File: config.mk
export PLATFORM = sky130hd
export DESIGN_NAME = spi_reg_target
export DESIGN_NICKNAME = d
export VERILOG_FILES = /design/src/rtl/spi_reg_pkg.sv /design/src/rtl/spi_reg_sync.sv /design/src/rtl/spi_reg_parser.sv /design/src/rtl/spi_reg_bank.sv /design/src/rtl/spi_reg_target.sv
export SDC_FILE = /design/constraint.sdc
export NUM_CORES = 1
export LEC_CHECK = 0
export ABC_AREA = 0
export BUFFER_PORTS_ARGS = -buffer_cell sky130_fd_sc_hd__buf_4
export CAP_MARGIN = 40
export CELL_PAD_IN_SITES_DETAIL_PLACEMENT = 0
export CELL_PAD_IN_SITES_GLOBAL_PLACEMENT = 2
export CORE_ASPECT_RATIO = 1.1
export CORE_MARGIN = 3
export CORE_UTILIZATION = 30
export CTS_CLUSTER_SIZE = 16
export DETAILED_ROUTE_END_ITERATION = 7
export PLACE_DENSITY_LB_ADDON = 0.1
export SETUP_SLACK_MARGIN = 0.4
export SLEW_MARGIN = 20
export SYNTH_ARGS = -nofsm -noshare
export SYNTH_HDL_FRONTEND = slang
export SYNTH_HIERARCHICAL = 1
export SYNTH_SLANG_ARGS = --single-unit
File: constraint.sdc
create_clock -name clk -period 4.05 [get_ports clk]
set_input_delay 0.6075 -clock clk [delete_from_list [all_inputs] [get_ports clk]]
set_output_delay 0.6075 -clock clk [all_outputs]
set_load 0.02 [all_outputs]
File: src/rtl/spi_reg_pkg.sv
package spi_reg_pkg;

  localparam logic [11:0] ADDR_CFG    = 12'h000;
  localparam logic [11:0] ADDR_RDSEL  = 12'h004;
  localparam logic [11:0] ADDR_COMMIT = 12'h234;

  localparam int CFG_SRST_BIT = 5;
  localparam int CFG_SDO_BIT  = 7;

  typedef enum logic [1:0] {
    PH_INSTR = 2'd0,
    PH_DATA  = 2'd1,
    PH_DONE  = 2'd2
  } phase_e;

  // Number of data bytes for a length code; codes 2 and 3 both mean three.
  function automatic logic [1:0] byte_total(input logic [1:0] code);
    return (code == 2'd3) ? 2'd3 : code + 2'd1;
  endfunction

  // Reset value of general register idx.
  function automatic logic [7:0] gen_default(input int unsigned idx);
    return 8'hA0 + 8'(idx);
  endfunction

endpackage

File: src/rtl/spi_reg_sync.sv
module spi_reg_sync #(
  parameter int STAGES = 2
) (
  input  logic clk,
  input  logic rst_n,
  input  logic sclk,
  input  logic cs_n,
  input  logic mosi,
  output logic sclk_rise,
  output logic sclk_fall,
  output logic cs_idle,
  output logic mosi_s
);
  logic [STAGES-1:0] sclk_p, cs_p, mosi_p;
  logic              sclk_d;

  always_ff @(posedge clk or negedge rst_n) begin
    if (!rst_n) begin
      sclk_p <= '0;
      cs_p   <= '1;
      mosi_p <= '0;
      sclk_d <= 1'b0;
    end else begin
      sclk_p <= {sclk_p[STAGES-2:0], sclk};
      cs_p   <= {cs_p[STAGES-2:0], cs_n};
      mosi_p <= {mosi_p[STAGES-2:0], mosi};
      sclk_d <= sclk_p[STAGES-1];
    end
  end

  assign sclk_rise = sclk_p[STAGES-1] & ~sclk_d;
  assign sclk_fall = ~sclk_p[STAGES-1] & sclk_d;
  assign cs_idle   = cs_p[STAGES-1];
  assign mosi_s    = mosi_p[STAGES-1];
endmodule

File: src/rtl/spi_reg_parser.sv
module spi_reg_parser
  import spi_reg_pkg::*;
(
  input  logic        clk,
  input  logic        rst_n,
  input  logic        sclk_rise,
  input  logic        sclk_fall,
  input  logic        cs_idle,
  input  logic        mosi_s,
  input  logic        cfg_sdo,
  input  logic [7:0]  rd_data,
  output logic [11:0] rd_addr,
  output logic        wr_en,
  output logic [11:0] wr_addr,
  output logic [7:0]  wr_data,
  output logic        miso,
  output logic        sdo_oe,
  output logic        sdio_oe
);
  phase_e      phase;
  logic [3:0]  bit_cnt;
  logic [14:0] sh_q;
  logic        rd_q;
  logic [1:0]  left_q;
  logic [11:0] addr_q;
  logic [7:0]  tx_q;
  logic [15:0] instr_nxt;
  logic        byte_done;

  assign instr_nxt = {sh_q, mosi_s};
  assign byte_done = !cs_idle && sclk_rise && (phase == PH_DATA) && (bit_cnt == 4'd7);

  // Address whose byte is loaded for transmit at the next load point.
  assign rd_addr = (phase == PH_INSTR) ? instr_nxt[11:0] : addr_q - 12'd1;

  assign wr_en   = byte_done && !rd_q;
  assign wr_addr = addr_q;
  assign wr_data = instr_nxt[7:0];

  always_ff @(posedge clk or negedge rst_n) begin
    if (!rst_n) begin
      phase   <= PH_INSTR;
      bit_cnt <= '0;
      sh_q    <= '0;
      rd_q    <= 1'b0;
      left_q  <= '0;
      addr_q  <= '0;
      tx_q    <= '0;
    end else if (cs_idle) begin
      phase   <= PH_INSTR;
      bit_cnt <= '0;
    end else if (sclk_rise) begin
      sh_q <= instr_nxt[14:0];
      unique case (phase)
        PH_INSTR: begin
          bit_cnt <= bit_cnt + 4'd1;
          if (bit_cnt == 4'd15) begin
            phase   <= PH_DATA;
            bit_cnt <= '0;
            rd_q    <= instr_nxt[15];
            left_q  <= byte_total(instr_nxt[14:13]);
            addr_q  <= instr_nxt[11:0];
            tx_q    <= rd_data;
          end
        end
        PH_DATA: begin
          bit_cnt <= bit_cnt + 4'd1;
          if (bit_cnt == 4'd7) begin
            bit_cnt <= '0;
            addr_q  <= addr_q - 12'd1;
            left_q  <= left_q - 2'd1;
            tx_q    <= rd_data;
            if (left_q == 2'd1) phase <= PH_DONE;
          end
        end
        default: ;
      endcase
    end else if (sclk_fall && phase == PH_DATA && bit_cnt != 4'd0) begin
      tx_q <= {tx_q[6:0], 1'b0};
    end
  end

  logic rd_phase;
  assign rd_phase = (phase == PH_DATA) && rd_q && !cs_idle;
  assign miso     = tx_q[7];
  assign sdo_oe   = rd_phase && cfg_sdo;
  assign sdio_oe  = rd_phase && !cfg_sdo;
endmodule

File: src/rtl/spi_reg_bank.sv
module spi_reg_bank
  import spi_reg_pkg::*;
#(
  parameter int          NREG     = 8,
  parameter logic [11:0] GEN_BASE = 12'h010,
  localparam int         BANK_W   = NREG * 8
) (
  input  logic              clk,
  input  logic              rst_n,
  input  logic              wr_en,
  input  logic [11:0]       wr_addr,
  input  logic [7:0]        wr_data,
  input  logic [11:0]       rd_addr,
  output logic [7:0]        rd_data,
  output logic [BANK_W-1:0] active_o,
  output logic [BANK_W-1:0] shadow_o,
  output logic              cfg_sdo,
  output logic              soft_rst,
  output logic              commit
);
  logic [7:0] cfg_q;
  logic       rdsel_q;
  logic       commit_q;

  assign soft_rst = cfg_q[CFG_SRST_BIT];
  assign cfg_sdo  = cfg_q[CFG_SDO_BIT];
  assign commit   = commit_q;

  always_ff @(posedge clk or negedge rst_n) begin
    if (!rst_n) begin
      cfg_q    <= '0;
      rdsel_q  <= 1'b0;
      commit_q <= 1'b0;
    end else if (soft_rst) begin
      cfg_q    <= '0;
      rdsel_q  <= 1'b0;
      commit_q <= 1'b0;
    end else begin
      commit_q <= 1'b0;
      if (wr_en) begin
        if (wr_addr == ADDR_CFG)    cfg_q    <= wr_data;
        if (wr_addr == ADDR_RDSEL)  rdsel_q  <= wr_data[0];
        if (wr_addr == ADDR_COMMIT) commit_q <= wr_data[0];
      end
    end
  end

  for (genvar g = 0; g < NREG; g++) begin : g_reg
    logic [7:0] shd_r, act_r;
    logic       hit;
    assign hit = wr_en && (wr_addr == GEN_BASE + 12'(g));

    always_ff @(posedge clk or negedge rst_n) begin
      if (!rst_n) begin
        shd_r <= gen_default(g);
        act_r <= gen_default(g);
      end else if (soft_rst) begin
        shd_r <= gen_default(g);
        act_r <= gen_default(g);
      end else begin
        if (hit)      shd_r <= wr_data;
        if (commit_q) act_r <= shd_r;
      end
    end

    assign shadow_o[g*8 +: 8] = shd_r;
    assign active_o[g*8 +: 8] = act_r;
  end

  always_comb begin
    rd_data = 8'h00;
    if (rd_addr == ADDR_CFG)    rd_data = cfg_q;
    if (rd_addr == ADDR_RDSEL)  rd_data = {7'd0, rdsel_q};
    if (rd_addr == ADDR_COMMIT) rd_data = {7'd0, commit_q};
    for (int i = 0; i < NREG; i++) begin
      if (rd_addr == GEN_BASE + 12'(i))
        rd_data = rdsel_q ? shadow_o[i*8 +: 8] : active_o[i*8 +: 8];
    end
  end
endmodule

File: src/rtl/spi_reg_target.sv
module spi_reg_target #(
  parameter int          NREG        = 8,
  parameter logic [11:0] GEN_BASE    = 12'h010,
  parameter int          SYNC_STAGES = 2
) (
  input  logic            clk,
  input  logic            rst_n,
  input  logic            sclk,
  input  logic            cs_n,
  input  logic            mosi,
  output logic            miso,
  output logic            sdo_oe,
  output logic            sdio_oe,
  output logic [NREG*8-1:0] active_o,
  output logic            soft_rst_o
);
  localparam int BANK_W = NREG * 8;

  logic              sclk_rise, sclk_fall, cs_idle, mosi_s;
  logic              wr_en, cfg_sdo, commit_pulse;
  logic [11:0]       wr_addr, rd_addr;
  logic [7:0]        wr_data, rd_data;
  logic [BANK_W-1:0] shadow_bank;

  spi_reg_sync #(.STAGES(SYNC_STAGES)) u_sync (
    .clk(clk), .rst_n(rst_n), .sclk(sclk), .cs_n(cs_n), .mosi(mosi),
    .sclk_rise(sclk_rise), .sclk_fall(sclk_fall), .cs_idle(cs_idle), .mosi_s(mosi_s)
  );

  spi_reg_parser u_parser (
    .clk(clk), .rst_n(rst_n), .sclk_rise(sclk_rise), .sclk_fall(sclk_fall),
    .cs_idle(cs_idle), .mosi_s(mosi_s), .cfg_sdo(cfg_sdo), .rd_data(rd_data),
    .rd_addr(rd_addr), .wr_en(wr_en), .wr_addr(wr_addr), .wr_data(wr_data),
    .miso(miso), .sdo_oe(sdo_oe), .sdio_oe(sdio_oe)
  );

  spi_reg_bank #(.NREG(NREG), .GEN_BASE(GEN_BASE)) u_bank (
    .clk(clk), .rst_n(rst_n), .wr_en(wr_en), .wr_addr(wr_addr), .wr_data(wr_data),
    .rd_addr(rd_addr), .rd_data(rd_data), .active_o(active_o), .shadow_o(shadow_bank),
    .cfg_sdo(cfg_sdo), .soft_rst(soft_rst_o), .commit(commit_pulse)
  );
endmodule

# Word level (Yosys, flattened, before mapping)
# Index checks and enable logic that the tools add are counted.
[word_totals]
output_inout_bits = 68
ff_bits = 189
word_cells = 206
input_bits = 5
[op_classes]
reduce_logical = 49
bitwise_logic = 5
eq_ne = 33
muxes = 84
n_addsub = 4
[ops]
columns = ["cell", "count"]
rows = [
  ["$mux 8", 58],
  ["$eq 12x5->1 const B", 16],
  ["$mux 12", 3],
  ["$reduce_bool 2->1", 15],
  ["$eq 12x10->1 const B", 2],
  ["$eq 12x3->1 const B", 2],
  ["$logic_not 12->1", 2],
  ["$pmux 12 s2", 1],
  ["$logic_and 1x1->1", 18],
  ["$ne 3x3->1 const B", 6],
  ["$mux 2", 8],
  ["$mux 4", 4],
  ["$pmux 8 s2", 1],
  ["$reduce_and 5->1", 3],
  ["$sub 12x1->12 const B", 1],
  ["$pmux 2 s2", 2],
  ["$pmux 4 s2", 1],
  ["$reduce_and 2->1", 4],
  ["$mux 1", 6],
  ["$add 4x1->4 const B", 1],
  ["$eq 2x1->1 const B", 2],
  ["$eq 4x3->1 const B", 1],
  ["$eq 4x4->1 const B", 1],
  ["$ne 2x2->1 const B", 2],
  ["other kinds (10)", 15],
]

# Longest topological paths before layout
[logic_depth]
word_depth = 17
ltp_mapped = 15
depth_no_buf = 13

# Cells and area by module
# Netlist, hierarchy kept.
[modules_own_cells]
columns = ["mod", "instances", "cells_per_inst", "area_each_um2", "seq_area_each_um2"]
rows = [
  ["spi_reg_bank", 1, 711, 7359.6, 3523.4],
  ["spi_reg_parser", 1, 266, 2626.3, 1101.1],
  ["spi_reg_sync", 1, 9, 192.7, 177.7],
]

# Worst setup path after synthesis
# Ideal clock, no wire load.
[synth_timing]
path_kind = "reg2reg"
from = "register u_parser.addr_q[0], in the netlist u_parser/wr_addr[0]"
to = "register u_parser.tx_q[1]"
period_less_slack_ps = 3559
arrival_time_ps = 3434
stages_incl_launch_ff = 15
setup_time_ps = 125
t_required_ps = 3925
path_slack_ps = 491
path_cell_list = "dfrtp_1 > inv_1 > ha_1 > or3b_1 > clkbuf_1 > xor2_1 > a21oi_1 > nor4b_4 > nor3b_2 > buf_4 > a21boi_1 > o22ai_1 > o21ai_1 > mux2_2 > mux2_2"
[synth_between]
elab_chain_cells = 17
word_cells_on_any_way = 28
[synth_lines]
columns = ["element", "line_no", "rtl"]
rows = [
  ["start: declaration", "spi_reg_parser.sv:25", "logic [11:0] addr_q;"],
  ["start signal: assignment", "spi_reg_parser.sv:62", "addr_q <= instr_nxt[11:0];"],
  ["start signal: assignment", "spi_reg_parser.sv:70", "addr_q <= addr_q - 12'd1;"],
  ["$sub 12x1->12 *", "spi_reg_parser.sv:34", "assign rd_addr = (phase == PH_INSTR) ? instr_nxt[11:0] : addr_q - 12'd1;"],
  ["$mux 12 *", "spi_reg_parser.sv:34", ""],
  ["net rd_addr[4]", "spi_reg_target.sv:21", "logic [11:0] wr_addr, rd_addr;"],
  ["$logic_not 12->1", "spi_reg_bank.sv:72", "if (rd_addr == ADDR_CFG) rd_data = cfg_q;"],
  ["$mux 8", "spi_reg_bank.sv:72", ""],
  ["$mux 8", "spi_reg_bank.sv:73", "if (rd_addr == ADDR_RDSEL) rd_data = {7'd0, rdsel_q};"],
  ["$mux 8", "spi_reg_bank.sv:74", "if (rd_addr == ADDR_COMMIT) rd_data = {7'd0, commit_q};"],
  ["$mux 8 (7 in series)", "spi_reg_bank.sv:76", "if (rd_addr == GEN_BASE + 12'(i))"],
  ["$mux 8 *", "spi_reg_bank.sv:76", ""],
  ["net rd_data[1]", "spi_reg_target.sv:22", "logic [7:0] wr_data, rd_data;"],
  ["$mux 8 (on tied branches)", "spi_reg_parser.sv:68, spi_reg_parser.sv:57", ""],
  ["$pmux 8 s2 *", "spi_reg_parser.sv:54", "unique case (phase)"],
  ["$mux 8 *", "spi_reg_parser.sv:52", "end else if (sclk_rise) begin"],
  ["end signal: assignment", "spi_reg_parser.sv:63", "tx_q <= rd_data;"],
  ["end signal: assignment", "spi_reg_parser.sv:72", "tx_q <= rd_data;"],
  ["end signal: assignment", "spi_reg_parser.sv:79", "tx_q <= {tx_q[6:0], 1'b0};"],
  ["end: declaration", "spi_reg_parser.sv:26", "logic [7:0] tx_q;"],
]
# The timed path passes the listed nets; every way through them passes the cells marked *. The select of a mux whose other input is x is not followed.
# A chain may end at the register's enable or synchronous reset.

# Final worst setup path
[layout_timing]
from = "register u_parser.addr_q[2], in the netlist u_parser/wr_addr[2]"
to = "register u_parser.tx_q[2]"
# Same word-level chain as after synthesis.

==> qor.yml <==
pwr:
  power-per-cell-area_nw_per_um2: 384.3
  p_total_mw: 4.581
  peakVddDrop_v: 0.0002790
  leakagePower_nw: 5.675
sta:
  fin_setup_tns_ns: 0
  rsz0062_at_grt: "false"
  finClkSkew_ns: 0.01438
  finalCritPeriodShare_pct: 86.90
  setup_violations: 0
  drv_slew: 0
  hold_viol_final: 0
  period_needed_ns: 3.519
  relSlewSlack_pct: 45.13
  max_freq_ghz: 0.2841
  worst_pin_slew_ns: 0.8230
yosys:
  synth_cells: 986
  synth-edff-count: 0
  synth_cell_types: 74
  synth_flop_cell: "dfrtp_1"
  avgSynthCellArea_sq_um: 10.32
  synth_common_cells: "dfrtp_1 (131), nor2_1 (104), mux2i_1 (80), nand2_1 (60)"
  ys_top_cells_by_area: "dfrtp_1 (32%), dfstp_2 (15%), mux2i_1 (7.9%)"
  synth.most_common_cell: "dfrtp_1"
  yosysTopAreaCellShare_pct: 32.21
  yosysSeqAreaShare_pct: 47.18
  post-synth-top-area-cell: "dfrtp_1"
  ys_ff_latch: 189
  async_flop_share_pct: 100.0
  synth_area_sq_um: 10180
  yosysWarnings: 6
  syn_nets: 995
place:
  io_buffers: 72
  dpl_cell_area_sq_um: 11230
  place.gp.congestion: 0.8139
  hpwl_mm: 23.03
clock_tree:
  cts_max_level: 4
  cts_tree: "built"
  clockBufferDepth: 2
  ctsHoldBuffers: 0
  cts_root_buf: "clkbuf_16"
  numCtsBuffers: 17
  cts.clk_slew.worst_paths_ns: 0.08
  clock_insertion_delay_worst_skew_ns: 0.45
  cts_sinks: 189
finish:
  nets: 1051
  num_antenna_cells: 0
  fin_area_sq_um: 11920
  syn2layout_area_growth_pct: 17.11
  drive_above_1_share_pct: 28.63
critical_path:
  reg2reg_from: "u_parser/wr_addr[2]"
  startpoint_type: "flip-flop"
  crit_path_max_incr_delay_ns: 0.58
  reg2reg_depth: 12
  reg2reg_to: "u_parser/tx_q[2]"
  cp.arrival_ns: 3.85
  crit_path_cell_trace: "or4_1 -> nor2_1 -> xnor2_1 -> a21oi_1 -> nor4b_4 -> buf_4 -> nand2b_1 -> o2bb2ai_1 -> a31oi_1 -> o21ai_1 -> mux2_2 -> mux2_2"
  critPathMaxFanout: 11
  crit_path_end_kind: "flip-flop"
  worstSetupPathType: "reg -> reg"
  path_common_cell: "mux2_2"
  slowest_stage: "or4_1"
  rrSetupSlack_ns: 0.53
  crit_required_ns: 4.38
drt:
  num_vias: 7753
  drtIter0Drc: 504
  post_drt_wl_per_cell_um: 22.59
  routed_via_density: 5.214
  drt_wl_total_mm: 33.59
  drcViolationCount: 0
  ant_nets: 0
  drt_pre_antenna_iters: 5
run_status:
  status: "finished clean"
floorplan:
  core_sq_um: 33370
  io_pins: 73
  die_y_um: 199.2
  dieArea_sq_um: 36180
  start_util_pct: 30.50
  die_x_um: 181.6
  core.rowCount: 70
global_routing:
  grt_overflow: 0
  grt_pass1_wl_mm: 51.39
  grt_pass1_vias: 7934
  gr-usage-all-layers_pct: 18.80
  antenna_found_initial: 0
  grt_max_degree: 73
worst_hold_path:
  hp-class: "in -> async"
flow_run:
  cap_violations: 0
[flip-flops by register name, summed over array words and instances, names as in the netlist, 2 cells and up]
| signal | cells |
|---|---|
| u_bank/g.act_r | 64 |
| u_bank/g.shd_r | 64 |
| u_parser/sh_q | 15 |
| u_parser/wr_addr | 12 |
| u_bank/cfg_q | 8 |
| u_parser/tx_q | 8 |
| u_parser/bit_cnt | 4 |
| u_parser/left_q | 2 |
| u_parser/phase | 2 |
| u_sync/cs_p | 2 |
| u_sync/mosi_p | 2 |
| u_sync/sclk_p | 2 |
[cell usage in the layout (no fill, tap or decap), types with 11 or more instances in the layout]
cell / netlist / routed
dfrtp_1: 131 / 127
buf_4: 13 / 118
nor2_1: 104 / 103
mux2i_1: 80 / 80
nand2_1: 60 / 60
nor2b_1: 58 / 58
dfstp_2: 58 / 58
a211o_1: 55 / 55
a21oi_1: 55 / 54
o21ai_0: 48 / 48
mux2_2: 45 / 45
clkbuf_16: 0 / 17
a31oi_1: 17 / 17
inv_1: 13 / 11
[layer usage]
metal  share of wire, %  routed length, um  global-route usage [%]
met1                 46              15580                   25.42
met2                 49              16540                   31.38
met3                2.6                881                   3.095
met4                1.8                598                   5.220
met5                  0                  0                       0
[layout make-up]
cell class	instances	area, sq um
clock buffer	19	452.9
clock inverter	13	132.6
fill	3399	21450
inverter	13	48.80
multi-input combinational	699	4974
sequential	189	4812
tap	432	540.5
timing repair buffer	122	959.7
[critical path: cells and delay by family (launching register included)]
family	cells	cell delay, ns
mux	2	0.51
simple gates	4	1.14
buf+inv	1	0.19
xor+xnor	1	0.09
flops	1	0.52
compound gates	4	0.95
[report_power, final]
part / switching [mW] / internal, mW / total (mW)
Combinational: 0.555 / 0.308 / 0.863
Sequential: 0.0721 / 1.93 / 2.00
Clock: 0.818 / 0.898 / 1.72
Total: 1.44 / 3.14 / 4.58
[what timing repair did]
item,4_1_cts,5_1_grt
pin swaps,1,4
endpoints found under the setup margin,7,19
setup buffers,2,4
gates resized for setup,3,10
[through the flow]
step           setup WS [ns]  hold WS [ns]  utilization [%]  instances
2_1_floorplan         0.4915        0.3119                -        986
3_3_place_gp          0.2964        0.3377            33.58       1448
3_5_place_dp          0.2587        0.3347            33.64       1449
4_1_cts               0.4481        0.1939            35.52       1483
5_1_grt               0.4010        0.2103            35.72       1487
6_report              0.5307        0.1873            35.72       1487
[logic make-up after synthesis]
family	share of synthesized area, %
simple gates	15.72
xor+xnor	1.119
compound gates	16.09
mux	14.84
flops	47.18
buf+inv	4.560
fa+ha+maj	0.4917
[worst max path at each step]
stage | start | depth (start not counted) | end
after detailed placement | u_parser/wr_addr[1] | 13 | u_parser/tx_q[7]
after global routing | u_parser/wr_addr[2] | 13 | u_parser/tx_q[2]
after floorplan | u_parser/wr_addr[0] | 14 | u_parser/tx_q[1]
final | u_parser/wr_addr[2] | 12 | u_parser/tx_q[2]
after global placement | u_parser/wr_addr[1] | 13 | u_parser/tx_q[7]
after CTS | u_parser/wr_addr[1] | 14 | u_parser/tx_q[4]
No activity file was read; power rests on OpenSTA's default activity.
